`config.mk`:
```
export PLATFORM = sky130hd
export DESIGN_NAME = diff_tabulator
export DESIGN_NICKNAME = d
export VERILOG_FILES = /design/src/rtl/dtab_pkg.sv /design/src/rtl/dtab_load_dec.sv /design/src/rtl/dtab_diff_cell.sv /design/src/rtl/dtab_value_unit.sv /design/src/rtl/diff_tabulator.sv
export SDC_FILE = /design/constraint.sdc
export NUM_CORES = 1
export LEC_CHECK = 0
export ABC_CLOCK_PERIOD_IN_PS = 2650
export BUFFER_PORTS_ARGS = -buffer_cell sky130_fd_sc_hd__buf_4
export CAP_MARGIN = 20
export CORE_UTILIZATION = 44
export CTS_BUF_LIST = sky130_fd_sc_hd__clkbuf_2
export CTS_CLUSTER_DIAMETER = 200
export CTS_CLUSTER_SIZE = 14
export DETAILED_ROUTE_END_ITERATION = 7
export GPL_ROUTABILITY_DRIVEN = 0
export PLACE_DENSITY_LB_ADDON = 0.08
export SKIP_CTS_REPAIR_TIMING = 1
export SYNTH_ARGS = -nofsm -noshare
export SYNTH_HDL_FRONTEND = slang
export SYNTH_SLANG_ARGS = --single-unit
```
`constraint.sdc`:
```
create_clock -name clk -period 2.65 [get_ports clk]
set_input_delay 0.1325 -clock clk [delete_from_list [all_inputs] [get_ports clk]]
set_output_delay 0.1325 -clock clk [all_outputs]
set_load 0.02 [all_outputs]
```
`src/rtl/dtab_pkg.sv`:
```
package dtab_pkg;

  // Signed overflow of a two's-complement sum, from the sign bits alone.
  function automatic logic sum_ovf(input logic a_msb, input logic b_msb, input logic s_msb);
    return (a_msb == b_msb) && (s_msb != a_msb);
  endfunction

endpackage

```
`src/rtl/dtab_load_dec.sv`:
```
module dtab_load_dec #(
  parameter int ORDER = 6,
  parameter int IDX_W = 3
) (
  input  logic             ld_en,
  input  logic [IDX_W-1:0] ld_idx,
  output logic             wr_val,
  output logic [ORDER:1]   wr_diff
);

  assign wr_val = ld_en && (ld_idx == '0);

  for (genvar k = 1; k <= ORDER; k++) begin : g_sel
    assign wr_diff[k] = ld_en && (ld_idx == IDX_W'(k));
  end

endmodule

```
`src/rtl/dtab_diff_cell.sv`:
```
module dtab_diff_cell #(
  parameter int WIDTH = 32
) (
  input  logic             clk,
  input  logic             rst,
  input  logic             wr,
  input  logic [WIDTH-1:0] wr_data,
  input  logic             adv,
  input  logic [WIDTH-1:0] upper,
  output logic [WIDTH-1:0] q
);

  always_ff @(posedge clk) begin
    if (rst) begin
      q <= '0;
    end else if (wr) begin
      q <= wr_data;
    end else if (adv) begin
      q <= q + upper;
    end
  end

endmodule

```
`src/rtl/dtab_value_unit.sv`:
```
module dtab_value_unit
  import dtab_pkg::*;
#(
  parameter int WIDTH = 32,
  parameter int CNT_W = 32
) (
  input  logic             clk,
  input  logic             rst,
  input  logic             wr,
  input  logic [WIDTH-1:0] wr_data,
  input  logic             adv,
  input  logic [WIDTH-1:0] d1,
  output logic [WIDTH-1:0] out_val,
  output logic [CNT_W-1:0] out_n,
  output logic             out_vld,
  output logic             ovf
);

  logic [WIDTH-1:0] acc;
  logic [CNT_W-1:0] cnt;
  logic [WIDTH-1:0] nxt;
  logic             nxt_ovf;

  assign nxt     = acc + d1;
  assign nxt_ovf = sum_ovf(acc[WIDTH-1], d1[WIDTH-1], nxt[WIDTH-1]);

  always_ff @(posedge clk) begin
    if (rst) begin
      acc     <= '0;
      cnt     <= '0;
      out_val <= '0;
      out_n   <= '0;
      out_vld <= 1'b0;
      ovf     <= 1'b0;
    end else begin
      out_vld <= adv;
      if (wr) begin
        acc <= wr_data;
        cnt <= '0;
        ovf <= 1'b0;
      end else if (adv) begin
        acc     <= nxt;
        cnt     <= cnt + 1'b1;
        out_val <= acc;
        out_n   <= cnt;
        if (nxt_ovf) ovf <= 1'b1;
      end
    end
  end

endmodule

```
`src/rtl/diff_tabulator.sv`:
```
module diff_tabulator #(
  parameter  int WIDTH = 32,
  parameter  int ORDER = 6,
  parameter  int CNT_W = 32,
  localparam int IDX_W = $clog2(ORDER + 1)
) (
  input  logic             clk,
  input  logic             rst,
  input  logic             ld_en,
  input  logic [IDX_W-1:0] ld_idx,
  input  logic [WIDTH-1:0] ld_data,
  input  logic             step,
  output logic             out_valid,
  output logic [WIDTH-1:0] out_val,
  output logic [CNT_W-1:0] out_n,
  output logic             ovf_flag
);

  logic             wr_val;
  logic [ORDER:1]   wr_diff;
  logic             adv;
  logic [WIDTH-1:0] diff_q [1:ORDER];

  // A load in progress always wins over a step request.
  assign adv = step && !ld_en;

  dtab_load_dec #(.ORDER(ORDER), .IDX_W(IDX_W)) dec_i (
    .ld_en   (ld_en),
    .ld_idx  (ld_idx),
    .wr_val  (wr_val),
    .wr_diff (wr_diff)
  );

  for (genvar k = 1; k <= ORDER; k++) begin : g_ord
    logic [WIDTH-1:0] upper;
    if (k < ORDER) begin : g_mid
      assign upper = diff_q[k+1];
    end else begin : g_top
      assign upper = '0;
    end
    dtab_diff_cell #(.WIDTH(WIDTH)) cell_i (
      .clk     (clk),
      .rst     (rst),
      .wr      (wr_diff[k]),
      .wr_data (ld_data),
      .adv     (adv),
      .upper   (upper),
      .q       (diff_q[k])
    );
  end

  dtab_value_unit #(.WIDTH(WIDTH), .CNT_W(CNT_W)) val_i (
    .clk     (clk),
    .rst     (rst),
    .wr      (wr_val),
    .wr_data (ld_data),
    .adv     (adv),
    .d1      (diff_q[1]),
    .out_val (out_val),
    .out_n   (out_n),
    .out_vld (out_valid),
    .ovf     (ovf_flag)
  );

endmodule

```
==> results_dict.tcl, run 1 <==
set metrics [dict create \
    clock_latency_ns 1.10 \
    path_cells "buf_6 -> ha_4 -> inv_2 -> fa_2 -> nand2b_4 -> a21oi_4 -> o31a_1 -> o2111ai_4 -> a21boi_4 -> o211ai_1 -> buf_4 -> a21boi_4 -> a41oi_1 -> xor2_1 -> o22ai_1" \
    multi_input_area_um2 15200 \
    die_y_um 221 \
    relSlewSlack_pct 48.1 \
    area_growth_pct 29.4 \
    cts_tree "done" \
    clockRootBuffer "clkbuf_2" \
    syn_nets 2914 \
    required_ns 3.63 \
    routed_wl_mm 66.2 \
    maxSlewViolCount 0 \
    rows 79 \
    cp_data_arrival_time_ns 3.89 \
    leakagePower_nw 11.6 \
    max_slew.worst_pin.slew_ns 0.779 \
    num_vias 21198 \
    hold_violations 0 \
    crit_path_end_kind "flip-flop" \
    fin_nets 3335 \
    ff_latch_area_um2 6500 \
    clkTransAtPathRegs_ns 0.30 \
    numCtsBuffers 26 \
    core_area_um2 47000 \
    critPathSlowestCell "dfxtp_2" \
    p_per_area_nw_per_um2 321 \
    start_util_pct 45.1 \
    grt_pass1_wl_mm 98.9 \
    dp_hpwl_mm 44.1 \
    seq_area_frac_synth_pct 30.5 \
    path_delay_family "compound AO/OA/AOI/OAI gates" \
    rsz0062_at_grt "true" \
    utilization_pct 58.3 \
    ir_worst_vdd_v 0.000272 \
    cpPeakStageDelay_ns 0.41 \
    drive_above_1_share_pct 21.1 \
    antenna_found_initial 2 \
    grt_use_total_pct 24.0 \
    place_ws_ns -0.428 \
    synth.distinct_cells 75 \
    violations "setup timing" \
    wl_per_cell_um 17.8 \
    hold_ws_ns 0.0408 \
    netlist.area_leader.share_pct 30.5 \
    synth.most_common_cell "nand2_1" \
    first_iter_violations 1335 \
    min_period_ns 2.91 \
    first_pass_iters 7 \
    grt_pass1_vias 19836 \
    stdcell_area_um2 27400 \
    synth_top_cells_by_count "390 x nand2_1, 382 x a21oi_1, 322 x dfxtp_1" \
    port_buffers 104 \
    cpMostUsedCell "a21boi_4" \
    fin_crit_sh_pct 110 \
    hold_class "in2reg" \
    antenna_left 0 \
    yosysTopAreaCell "dfxtp_1" \
    max_freq_mhz 343 \
    grt-ovfl-total 0 \
    ys_top_cells_by_area "dfxtp_1 30%, ha_1 11%, a21oi_1 9.0%" \
    synth_edf_count 0 \
    htreeDepth 1 \
    fillers 4365 \
    synth_ff_type "dfxtp_1" \
    cts_buffer_depth 3 \
    cp-start-kind "flip-flop" \
    finalSetupViolCount 32 \
    drt-vias-per-instance 5.71 \
    worst-setup-path-type "reg2reg" \
    clkSinkCount 322 \
    place_area_um2 24200 \
    fp.dieArea_um2 49000 \
    drcViolationCount 0 \
    die_w_um 221 \
    synth_area_um2 21200 \
    postSynth.asyncResetShare_pct 0 \
    crit_path_max_fanout 3 \
    ys_seq_elements 322 \
    synthesis.area_per_instance_um2 7.89 \
    ys.warnings.count 0 \
    grt_max_degree 136 \
    layout_setup_ws_ns -0.264 \
    max_cap_viol_count 0 \
    clock-skew-final_ns 0.0729 \
    status "complete, but fails checks" \
    io_pins 105 \
    fin_setup_tns_ns -2.47 \
    syn_inst 2682 \
    path_buf_inv 3 \
]
## layout by cell type (no fill, tap or decap), drive strengths merged, types with 14 or more instances in the layout
cell type and n:
o211ai 14, nand4 26, a221oi 29, dlygate4sd3 144
dfxtp 322, inv 64, a21o 100, o22ai 53
ha 187, a22oi 149, and3 31, o21ai 94
nand2b 32, clkbuf 26, nor2b 23, xor2 80
nor2 159, buf 388, xnor2 89, nor3 33
nand3 44, a31oi 22, or3 19, o21bai 26
nand2 390, a21oi 384, o21a 23, a211oi 22
## flip-flops by register name, indices dropped and copies added (netlist names)
signal          cells
val_i.ovf           1
val_i.out_n        32
g_ord.cell_i.q    192
val_i.cnt          32
val_i.out_vld       1
val_i.out_val      32
val_i.acc          32
## logic make-up after synthesis
logic type | after synthesis | synth area share [%]
buf+inv | 203 | 3.64
fa+ha+maj | 193 | 11.6
mux | 7 | 0.331
compound gates | 984 | 29.9
simple gates | 804 | 17.1
xor+xnor | 169 | 7.00
flops | 322 | 30.5
## final cells by class
cell class | count | share of cell area [%]
antenna | 1 | 0.00914
clock buffer | 26 | 0.475
clock inverter | 1 | 0.110
inverter | 64 | 0.878
multi-input combinational | 2157 | 55.4
sequential | 322 | 23.7
tap | 607 | 2.77
timing repair buffer | 532 | 16.7
## worst register-to-register path: stages, from the launching register on
cell and delay [ns]:
dfxtp_2 0.41, buf_6 0.10, ha_4 0.12, inv_2 0.04
fa_2 0.38, nand2b_4 0.16, a21oi_4 0.17, o31a_1 0.24
o2111ai_4 0.21, a21boi_4 0.22, o211ai_1 0.10, buf_4 0.16
a21boi_4 0.17, a41oi_1 0.15, xor2_1 0.16, o22ai_1 0.09
## path summary, 6_finish.rpt
check	cells after the start	endpoint	slack, ns	startpoint
max	15	g_ord[4].cell_i.q[30]$_SDFFE_PP0P_	-0.26	g_ord[5].cell_i.q[0]$_SDFFE_PP0P_
min	5	g_ord[2].cell_i.q[26]$_SDFFE_PP0P_	0.04	ld_data[26]
max reg2reg	15	g_ord[4].cell_i.q[30]$_SDFFE_PP0P_	-0.26	g_ord[5].cell_i.q[0]$_SDFFE_PP0P_
min reg2reg	2	val_i.out_n[19]$_SDFFE_PP0P_	0.47	val_i.out_n[19]$_SDFFE_PP0P_
## where the power goes
part / internal, W / switching, W / total [W]
clock network: 0.000357 / 0.00164 / 0.00200
logic: 0.000719 / 0.000957 / 0.00168
registers: 0.00498 / 0.000121 / 0.00510
## routing by layer
layer  vias up  track usage, %  wire length (um)
li1      10620               -                 -
met1     10090            30.3             28300
met2       379            43.4             33800
met3       107            2.22              1860
met4         2            6.20              2190
met5         -               0                13
## stage by stage
step	std cells	total power, W
after floorplan	2682	0.00607
after global routing	3710	0.00923
after CTS	3529	0.00865
after detailed placement	3502	0.00662
final	3710	0.00878
after global placement	3501	0.00659
(Power assumes the default switching activity.)
==> run 2, diff against run 1 <==
--- a/config.mk
+++ b/config.mk
@@ -5,7 +5,7 @@
 export SDC_FILE = /design/constraint.sdc
 export NUM_CORES = 1
 export LEC_CHECK = 0
-export ABC_CLOCK_PERIOD_IN_PS = 2650
+export ABC_CLOCK_PERIOD_IN_PS = 2370
 export BUFFER_PORTS_ARGS = -buffer_cell sky130_fd_sc_hd__buf_4
 export CAP_MARGIN = 20
 export CORE_UTILIZATION = 44
==> constraint.sdc (replaced) <==
create_clock -name clk -period 2.37 [get_ports clk]
set_input_delay 0.1185 -clock clk [delete_from_list [all_inputs] [get_ports clk]]
set_output_delay 0.1185 -clock clk [all_outputs]
set_load 0.02 [all_outputs]
==> results_dict.tcl, run 2 (synthesis gave the netlist of run 1 again) <==
set metrics [dict create \
    area_growth_pct 41.3 \
    core_area_um2 47000 \
    wl_per_cell_um 18.1 \
    grt_pass1_wl_mm 102 \
    hold_class "in2reg" \
    drive_above_1_share_pct 31.2 \
    r2r_slack_ns -0.43 \
    status "complete, but fails checks" \
    hold_ws_ns -0.0336 \
    grt_max_degree 93 \
    antenna_found_initial 1 \
    most-common-layout-cells "511 x buf_4, 382 x nand2_1, 302 x a21oi_1" \
    drcViolationCount 0 \
    clockRootBuffer "clkbuf_2" \
    switching_share_pct 31.4 \
    worst-setup-path-type "reg2reg" \
    switching_power_w 0.00317 \
    hold_depth 5 \
    cp_data_arrival_time_ns 3.89 \
    largest_reg_flops 192 \
    required_ns 3.46 \
    hold_start "ld_data[24]" \
    rows 79 \
    num_vias 22180 \
    instances_no_fill 3883 \
    grt-ovfl-total 0 \
    first_iter_violations 1351 \
    max_cap_viol_count 0 \
    antenna_left 0 \
    rsz0062_at_grt "true" \
    max_slew.worst_pin.slew_ns 0.700 \
    cp-start-kind "flip-flop" \
    io_pins 105 \
    grt_use_total_pct 24.9 \
    clock_latency_ns 1.16 \
    drt-vias-per-instance 5.71 \
    start_util_pct 45.1 \
    dp_hpwl_mm 46.9 \
    clkSinkCount 322 \
    clock-skew-final_ns 0.162 \
    numCtsBuffers 26 \
    cts_tree "done" \
    power_frac_comb_pct 20.8 \
    fin_crit_sh_pct 118 \
    reg2reg_to "g_ord[4].cell_i.q[20]$_SDFFE_PP0P_" \
    port_buffers 104 \
    max_freq_mhz 358 \
    relSlewSlack_pct 53.3 \
    die_w_um 221 \
    internal-power_w 0.00692 \
    cts_buffer_depth 3 \
    routed_wl_mm 70.3 \
    first_pass_iters 5 \
    place_inst 3652 \
    crit_path_max_fanout 3 \
    hold_violations 1 \
    layout_commonest_cell "buf_4" \
    finalSetupViolCount 85 \
    hold_end "g_ord[3].cell_i.q[24]$_SDFFE_PP0P_" \
    fp.dieArea_um2 49000 \
    p_per_area_nw_per_um2 338 \
    ir_worst_vdd_v 0.000293 \
    layout_setup_ws_ns -0.427 \
    maxSlewViolCount 0 \
    die_y_um 221 \
    sequentialPowerShare_pct 56.6 \
    htreeDepth 1 \
    regMostFlops "g_ord.cell_i.q" \
    rr_startpoint "g_ord[5].cell_i.q[0]$_SDFFE_PP0P_" \
    pwr-share-clk_pct 22.6 \
    violations "hold timing, setup timing" \
    fin_setup_tns_ns -14.70 \
    leakagePower_nw 12.6 \
    min_period_ns 2.80 \
    crit_path_end_kind "flip-flop" \
    rr_worst_depth 14 \
    grt_pass1_vias 20633 \
    fin_nets 3507 \
    clkTransAtPathRegs_ns 0.28 \
]
==> run 2: cell count changes in the layout (fill, tap and decap cells not counted), moves of 32 or more <==
cell,delta
a21oi_1,-37
a21oi_2,+32
buf_4,+162
dfxtp_1,-45
dfxtp_2,+37
ha_1,-38
ha_4,+32
==> run 2: worst max path at each step <==
stage | startpoint | end | slack (ns) | cells after the start
after floorplan | g_ord[6].cell_i.q[9]$_SDFFE_PP0P_ | g_ord[5].cell_i.q[26]$_SDFFE_PP0P_ | -0.20 | 11
after global placement | g_ord[3].cell_i.q[0]$_SDFFE_PP0P_ | g_ord[2].cell_i.q[30]$_SDFFE_PP0P_ | -0.52 | 13
after detailed placement | g_ord[2].cell_i.q[6]$_SDFFE_PP0P_ | g_ord[1].cell_i.q[31]$_SDFFE_PP0P_ | -0.61 | 12
after CTS | g_ord[2].cell_i.q[6]$_SDFFE_PP0P_ | g_ord[1].cell_i.q[31]$_SDFFE_PP0P_ | -0.59 | 12
after global routing | g_ord[1].cell_i.q[0]$_SDFFE_PP0P_ | val_i.acc[26]$_SDFFE_PP0P_ | -0.58 | 13
final | g_ord[5].cell_i.q[0]$_SDFFE_PP0P_ | g_ord[4].cell_i.q[20]$_SDFFE_PP0P_ | -0.43 | 14
==> run 2: metal layers <==
layer / part of all wire, % / global-route usage (%) / vias up
li1: - / - / 10968
met1: 42 / 30.6 / 10683
met2: 52 / 45.8 / 405
met3: 2.8 / 2.06 / 124
met4: 4.0 / 7.67 / 0
met5: 0 / 0 / -
==> run 2: cell type report <==
class | instances | area [um^2]
antenna | 1 | 2.50
clock buffer | 27 | 135
clock inverter | 1 | 30.0
fill | 4032 | 17100
inverter | 64 | 240
multi-input combinational | 2157 | 16300
sequential | 322 | 6570
tap | 607 | 759
timing repair buffer | 704 | 5890
==> run 2: stage by stage <==
step | power, W | util, % | cell area (um^2) | setup slack, ns
after CTS | 0.00985 | 55.0 | 25800 | -0.594
after global placement | 0.00751 | 54.7 | 25700 | -0.520
final | 0.0101 | 63.7 | 29900 | -0.427
after global routing | 0.0105 | 63.7 | 29900 | -0.576
after detailed placement | 0.00755 | 54.7 | 25700 | -0.608
after floorplan | 0.00682 | - | 21600 | -0.203
==> run 2: worst max-delay path, stage by stage, from the launching register on <==
cell and delay, ns:
dfxtp_4 0.44, ha_4 0.14, inv_2 0.04, fa_2 0.34, nand2b_4 0.17, a21oi_4 0.15
o31a_1 0.25, o2111ai_4 0.18, buf_6 0.17, a21oi_2 0.11, nand2b_4 0.14, a21o_1 0.11
a211oi_1 0.06, or4_1 0.43, a21oi_2 0.13
==> run 2: power by group through the flow <==
stage | Sequential [W] | Combinational (W) | Clock, W
finish | 0.00571 | 0.00210 | 0.00228
global route | 0.00573 | 0.00228 | 0.00254
CTS | 0.00571 | 0.00175 | 0.00239
detailed placement | 0.00580 | 0.00174 | 0
global placement | 0.00580 | 0.00171 | 0
floorplan | 0.00577 | 0.00104 | 0
